**config.mk**
```make
export PLATFORM = sky130hd
export DESIGN_NAME = sp_bank_ctrl
export DESIGN_NICKNAME = d
export VERILOG_FILES = /design/src/rtl/sp_bank_pkg.sv /design/src/rtl/sp_ctl_reg.sv /design/src/rtl/sp_word_reg.sv /design/src/rtl/sp_bank_ctrl.sv
export SDC_FILE = /design/constraint.sdc
export NUM_CORES = 1
export LEC_CHECK = 0
export BUFFER_PORTS_ARGS = -buffer_cell sky130_fd_sc_hd__buf_2
export CELL_PAD_IN_SITES_DETAIL_PLACEMENT = 1
export CELL_PAD_IN_SITES_GLOBAL_PLACEMENT = 2
export CORE_UTILIZATION = 30
export CTS_CLUSTER_SIZE = 8
export DETAILED_ROUTE_END_ITERATION = 16
export GPL_TIMING_DRIVEN = 0
export HOLD_SLACK_MARGIN = 0.02
export MAX_ROUTING_LAYER = met4
export PLACE_DENSITY = 0.86
export REMOVE_ABC_BUFFERS = 1
export SLEW_MARGIN = 5
export SYNTH_ARGS = -nofsm -noshare
export SYNTH_HDL_FRONTEND = slang
export SYNTH_SLANG_ARGS = --single-unit
```
**constraint.sdc**
```tcl
create_clock -name clk -period 3.9 [get_ports clk]
set_input_delay 0.39 -clock clk [delete_from_list [all_inputs] [get_ports clk]]
set_output_delay 0.39 -clock clk [all_outputs]
set_load 0.02 [all_outputs]
```
**src/rtl/sp_bank_pkg.sv**
```systemverilog
`timescale 1ns/1ps
package sp_bank_pkg;
  // Control register layout: bit 1 picks the thread bank, bit 0 drops privilege.
  typedef struct packed {
    logic spsel;
    logic npriv;
  } ctl_t;

  localparam int NUM_BANKS = 2;
  localparam int BANK_MAIN = 0;
  localparam int BANK_PROC = 1;
endpackage

```
**src/rtl/sp_ctl_reg.sv**
```systemverilog
`timescale 1ns/1ps
module sp_ctl_reg
  import sp_bank_pkg::*;
(
  input  logic clk,
  input  logic rst_n,
  input  logic handler_mode,
  input  logic sw_wr_en,
  input  ctl_t sw_wr_data,
  input  logic exc_wr_en,
  input  ctl_t exc_wr_data,
  output ctl_t ctl_q,
  output logic privileged,
  output logic use_psp,
  output logic sw_accept,
  output logic exc_accept
);
  ctl_t ctl_d;

  assign privileged = handler_mode | ~ctl_q.npriv;
  assign use_psp    = ~handler_mode & ctl_q.spsel;
  assign exc_accept = exc_wr_en & handler_mode;
  assign sw_accept  = sw_wr_en & privileged & ~exc_accept;

  always_comb begin
    ctl_d = ctl_q;
    if (exc_accept) begin
      ctl_d = exc_wr_data;
    end else if (sw_accept) begin
      ctl_d.npriv = sw_wr_data.npriv;
      if (!handler_mode) ctl_d.spsel = sw_wr_data.spsel;
    end
  end

  always_ff @(posedge clk) begin
    if (!rst_n) ctl_q <= '0;
    else        ctl_q <= ctl_d;
  end
endmodule

```
**src/rtl/sp_word_reg.sv**
```systemverilog
`timescale 1ns/1ps
module sp_word_reg #(
  parameter int SP_W      = 32,
  parameter int ALIGN_LSB = 2,
  parameter bit HAS_INIT  = 1'b1
) (
  input  logic            clk,
  input  logic            rst_n,
  input  logic [SP_W-1:0] init_val,
  input  logic            active,
  input  logic            wr_en,
  input  logic [SP_W-1:0] wr_data,
  input  logic            push,
  input  logic            pop,
  output logic [SP_W-1:0] q
);
  localparam logic [SP_W-1:0] LOW_MASK = SP_W'((1 << ALIGN_LSB) - 1);
  localparam logic [SP_W-1:0] STEP     = SP_W'(1) << ALIGN_LSB;

  function automatic logic [SP_W-1:0] align_word(input logic [SP_W-1:0] v);
    return v & ~LOW_MASK;
  endfunction

  function automatic logic [SP_W-1:0] next_ptr(input logic [SP_W-1:0] cur,
                                               input logic we,
                                               input logic [SP_W-1:0] wd,
                                               input logic dn,
                                               input logic up);
    if (we)            return align_word(wd);
    else if (dn && !up) return cur - STEP;
    else if (up && !dn) return cur + STEP;
    else               return cur;
  endfunction

  always_ff @(posedge clk) begin
    if (!rst_n)      q <= HAS_INIT ? align_word(init_val) : '0;
    else if (active) q <= next_ptr(q, wr_en, wr_data, push, pop);
  end
endmodule

```
**src/rtl/sp_bank_ctrl.sv**
```systemverilog
`timescale 1ns/1ps
module sp_bank_ctrl
  import sp_bank_pkg::*;
#(
  parameter int SP_W      = 32,
  parameter int ALIGN_LSB = 2
) (
  input  logic            clk,
  input  logic            rst_n,
  input  logic [SP_W-1:0] init_sp,
  input  logic            handler_mode,
  input  logic            sp_wr_en,
  input  logic [SP_W-1:0] sp_wr_data,
  input  logic            ctl_wr_en,
  input  logic [1:0]      ctl_wr_data,
  input  logic            exc_ctl_wr_en,
  input  logic [1:0]      exc_ctl_wr_data,
  input  logic            push,
  input  logic            pop,
  output logic [SP_W-1:0] sp_out,
  output logic [1:0]      ctl_out,
  output logic            priv_out
);
  ctl_t ctl_q;
  logic use_psp;
  logic sw_accept;
  logic exc_accept;
  logic [SP_W-1:0] bank_q [NUM_BANKS];
  logic [SP_W-1:0] msp_q;
  logic [SP_W-1:0] psp_q;

  sp_ctl_reg u_ctl (
    .clk         (clk),
    .rst_n       (rst_n),
    .handler_mode(handler_mode),
    .sw_wr_en    (ctl_wr_en),
    .sw_wr_data  (ctl_t'(ctl_wr_data)),
    .exc_wr_en   (exc_ctl_wr_en),
    .exc_wr_data (ctl_t'(exc_ctl_wr_data)),
    .ctl_q       (ctl_q),
    .privileged  (priv_out),
    .use_psp     (use_psp),
    .sw_accept   (sw_accept),
    .exc_accept  (exc_accept)
  );

  for (genvar b = 0; b < NUM_BANKS; b++) begin : g_bank
    logic sel;
    assign sel = (b == BANK_PROC) ? use_psp : ~use_psp;
    sp_word_reg #(
      .SP_W     (SP_W),
      .ALIGN_LSB(ALIGN_LSB),
      .HAS_INIT (b == BANK_MAIN)
    ) u_ptr (
      .clk     (clk),
      .rst_n   (rst_n),
      .init_val(init_sp),
      .active  (sel),
      .wr_en   (sp_wr_en),
      .wr_data (sp_wr_data),
      .push    (push),
      .pop     (pop),
      .q       (bank_q[b])
    );
  end

  assign msp_q   = bank_q[BANK_MAIN];
  assign psp_q   = bank_q[BANK_PROC];
  assign sp_out  = use_psp ? psp_q : msp_q;
  assign ctl_out = ctl_q;
endmodule

```
# Word-level counts from Yosys, hierarchy flattened
# Index checks and enable logic that the tools add are counted.
[totals]
input_bits = 76
reg_bits = 66
wordCells = 43
output_inout_bits = 35
[classes]
add_sub_neg = 4
reduce_logical = 10
mux = 12
bitwise_logic = 9
eq_ne = 3
[op_table]
columns = ["cell", "count"]
rows = [
  ["$mux 32", 9],
  ["$add 32x3->32 const B", 2],
  ["$sub 32x3->32 const B", 2],
  ["$reduce_and 2->1", 4],
  ["$and 1x1->1", 4],
  ["$mux 2", 2],
  ["$ne 4x1->1 const B", 1],
  ["$not 1->1", 4],
  ["$reduce_bool 3->1", 1],
  ["$logic_and 1x1->1", 2],
  ["$logic_not 1->1", 2],
  ["$ne 2x1->1 const B", 1],
  ["$ne 2x2->1 const B", 1],
  ["$reduce_bool 2->1", 1],
  ["$mux 1", 1],
  ["$or 1x1->1", 1],
]

# Logic depth before layout (Yosys ltp)
[logic_depth]
depth_word = 7
ltp_mapped = 18
depth_no_buf = 12

# Hierarchy
# From an unflattened synthesis, not the netlist that was laid out.
[unflattened]
cells_unflattened = 976
area_unflattened_um2 = 7427.1
[by_module_without_submodules]
columns = ["module", "instances", "seq_area_each_um2", "area_each_um2", "cells_per_inst"]
rows = [
  ["sp_word_reg (g_bank[0].u_ptr)", 1, 940.9, 3621.0, 467],
  ["sp_word_reg (g_bank[1].u_ptr)", 1, 600.6, 3135.5, 455],
  ["sp_bank_ctrl", 1, 0.0, 544.3, 37],
  ["sp_ctl_reg", 1, 40.0, 126.4, 17],
]

# Least setup slack after synthesis
# No wires, ideal clock.
[synth_path]
path_kind = "input-to-reg"
start = "in pop"
end = "reg g_bank[1].u_ptr.q[28]"
setup_ns = 0.086
cell_stages = 18
required_ns = 3.814
setup_slack_ns = 0.132
t_arrival_ns = 3.682
n_path_buf = 6
cell_sequence = "inv_1 -> ha_1 -> buf_6 -> buf_4 -> buf_4 -> buf_4 -> buf_2 -> buf_2 -> xor2_1 -> ha_1 -> or3_1 -> a21oi_1 -> o32ai_1 -> a31oi_2 -> nor3_1 -> o21ai_1 -> mux2_4 -> a221oi_2"
[synth_via]
elab_chain_len = 4
elab_cells_between_ends = 7
classes_between = "mux: 2; reduce/logical: 5"
[synth_lines]
columns = ["item", "line_no", "text"]
rows = [
  ["from (decl)", "sp_bank_ctrl.sv:19", "input logic pop,"],
  ["$logic_not 1->1", "sp_word_reg.sv:30", "else if (dn && !up) return cur - STEP;"],
  ["$logic_and 1x1->1", "sp_word_reg.sv:30", ""],
  ["$reduce_bool 3->1 (no source line) / $mux 32 (equally long branches)", "-", ""],
  ["$reduce_and 2->1 (no source line) / $mux 32 (equally long branches)", "-", ""],
  ["to (signal assigned)", "sp_word_reg.sv:36", "if (!rst_n) q <= HAS_INIT ? align_word(init_val) : '0;"],
  ["to (signal assigned)", "sp_word_reg.sv:37", "else if (active) q <= next_ptr(q, wr_en, wr_data, push, pop);"],
  ["to (decl)", "sp_word_reg.sv:15", "output logic [SP_W-1:0] q"],
]
# Parallel ways exist; a longest one is shown, timed or not.
# A chain may end at the register's enable or synchronous reset.

# Worst setup path after layout
# Same ends and word-level chain as after synthesis.

==> metrics.txt <==
status completed; unrepaired setup endpoints after global routing no; Mapped Area 7580 um^2; hold endpoint u_ctl.ctl_q[0]; number of primary I/O pins roughly 110; DR WL/cell 20.4 um; share of cells above drive strength 1 15.0%; clock-pin slew on the worst setup and hold paths roughly 0.060 ns; CTS tree done; ys flop type dfxtp_1; Die X 161 um; FMAX 0.279 GHz; Worst R2R End g_bank[0].u_ptr.q[31]; placed insts 1,408; Initial Util 30.9%; Post-Place Worst Slack -0.220 ns; Synthesis Warnings 0; FF/Latch Area 1580 um^2; post-synth cell types 88; largest net degree at the start of global routing 65; slowest CP cell a21oi_1; hold path cells 3; site row count 57; power per cell area around 310 nW/um^2; CTS Buffer Depth 2; first-pass GRT wire length around 46,000 um; drt total wl 29,100 um; Worst EP required 4.15 ns; setup_tns 0 ns; ys async rst share 0%; n_diodes 0; core area between 20,000 and 25,000 um^2; slowest stage delay, CP 0.35 ns; crit path launch type primary input; drt drc 0; antenna viol nets, final 0; Multi-input gate area about 5400 um^2; Placed Instance Area 8250 um^2; gpl congestion between 0.8 and 0.9; Hold Path Class primary input to flop; Area Overhead vs Synth 12.5%; number of synthesized flops with an enable pin 30; Via Count around 8,300; Mapped Cells 1,083; CTS Buf Count 9; vias in the first global route 8,149; post-DR vias/cell 5.81; H-tree levels 3; Slew Limit Fails 0; Critical Path AT 3.83 ns; post-route cell area 8530 um^2; initial DRC count between 500 and 600; Least-Margin Pin Slew 1.12 ns; period utilisation layout between 90 and 100%; clock tree sinks 64; Final Power 2.68 mW; Root Buffer clkbuf_16; crit path max fanout 64; Max IR drop VDD ~0.00019 V; Crit path top cell by count buf_16; Setup Skew ~0.007 ns; Final HPWL DP 21,100 um; Avg Inst Size Synth 7.00 um^2; Slew HR 25.1%; Final nets between 1,000 and 1,500; total grt overflow 0; 1st-pass router iterations 5; Max-Cap Viols 0; Leakage 3.14 nW; FILL cells 3,116; final core utilization between 30% and 40%; FF-to-FF setup slack 0.77 ns; Setup CP Type primary input to flop; CP top delay family compound AO/OA/AOI/OAI gates; sequential area share after synthesis 20.9%; critical-path cell list buf_2, inv_1, ha_4, buf_16, buf_16, xor2_1, ha_1, or3_1, a21oi_1, o32ai_2, a31oi_2, nor3_1, o21ai_1, mux2_4, a221oi_2; Setup WS post-layout 0.312 ns; Tmin final approximately 3.6 ns; worst reg2reg path depth 7; Die Height 161 um; FF+latch count, synth 64; source of the worst hold timing path ctl_wr_data[0]; Worst setup EP type flop; Fin. Hold Viols 0; GRT Util Overall 23.1%; DIE AREA ~26,000 um^2; final setup fails 0; Hold Slack ~0.32 ns; Worst-Skew Late Latency 0.35 ns; Finished Layout Cells roughly 1,400; initial antenna violation count 0; Post-CTS Setup Inserts 0; PortBufs 106; Bufs and invs on worst path 4; FF-to-FF Start g_bank[0].u_ptr.q[8]
## routing by layer
metal / global-route usage (%) / part of all wire (%) / vias to the layer above / routed length (um)
met1: 30.4 / 46 / 4063 / 13500
met3: 1.99 / 2.8 / 63 / 807
met4: 10.1 / 3.7 / 0 / 1070
li1: - / - / 3972 / -
met2: 36.1 / 47 / 177 / 13700
met5: - / 0 / - / 0
## area by class of cell
type / instances / share of cell area (%)
tap: 324 / 4.75
clock buffer: 10 / 2.68
multi-input combinational: 875 / 63.7
sequential: 64 / 18.5
clock inverter: 6 / 0.425
timing repair buffer: 115 / 8.54
inverter: 30 / 1.32
## synth_stat cells, drive strengths merged (13+ instances only)
library cell  instances  area share, %
nand2               147            7.3
o21ai               118            7.8
nor2                 89            4.4
clkbuf               76            3.8
xnor2                61            7.1
a21oi                56            3.8
buf                  38            2.8
nor3                 35            2.5
dfxtp                34            9.0
edfxtp               30             12
inv                  29            1.4
nand3                28            1.8
xor2                 19            2.2
and3                 17            1.4
a31oi                16            1.4
o22ai                16            1.3
nor4                 15            1.4
mux2i                14            1.8
or3                  14            1.2
nand2b               13            1.1
o2bb2ai              13            1.5
## power by group
part / switching (mW) / total, mW / internal [mW]
clock: 0.342 / 0.770 / 0.427
combinational: 0.573 / 0.954 / 0.381
sequential: 0.177 / 0.960 / 0.783
## flip-flops by register name (all words and copies together) (netlist names)
signal / cells
u_ctl.ctl_q: 2
g_bank.u_ptr.q: 62
## worst reg2reg max path: stages, from the launching register on
cell      delay (ns)
edfxtp_1        0.59
o31a_1          0.37
o41ai_1         0.54
nand3_1         0.23
o211ai_1        0.53
o311ai_2        0.26
xnor2_1         0.23
a221oi_2        0.08
## layout by cell type (no fill, tap or decap), types with 17 or more instances in the layout
master    count
nand2_1     147
o21ai_0     107
buf_2       106
nor2_1       88
xnor2_1      61
a21oi_1      54
nor3_1       34
dfxtp_1      34
edfxtp_1     30
nand3_1      28
inv_1        26
xor2_1       19
and3_1       17
## how the worst max path moves through the flow
stage               start                    end  slack, ns  cells after the start
finish                pop  g_bank[1].u_ptr.q[28]       0.31                     15
floorplan             pop  g_bank[0].u_ptr.q[26]      -2.60                      8
global placement      pop  g_bank[0].u_ptr.q[31]      -6.19                     11
detailed placement    pop  g_bank[1].u_ptr.q[28]      -0.22                     15
CTS                   pop  g_bank[1].u_ptr.q[28]       0.11                     15
global route          pop  g_bank[0].u_ptr.q[28]       0.01                     15
## what timing repair did
action,4_1_cts,5_1_grt
resized for setup,0,2
hold buffers,0,0
endpoints found under the setup margin,0,5
## logic make-up (layout without fill, tap and decap cells)
group	count (synthesis)	after routing	synth area share (%)
AOI/OAI and AO/OA	347	347	30.8
DFF	64	64	20.9
adders and majority gates	8	8	1.32
xor gates and xnor gates	80	80	9.25
buffers and inverters	144	161	8.09
and+or+nand+nor	425	425	27.6
muxes	15	15	2.05
Note: power is estimated with default switching activity, not from simulation.
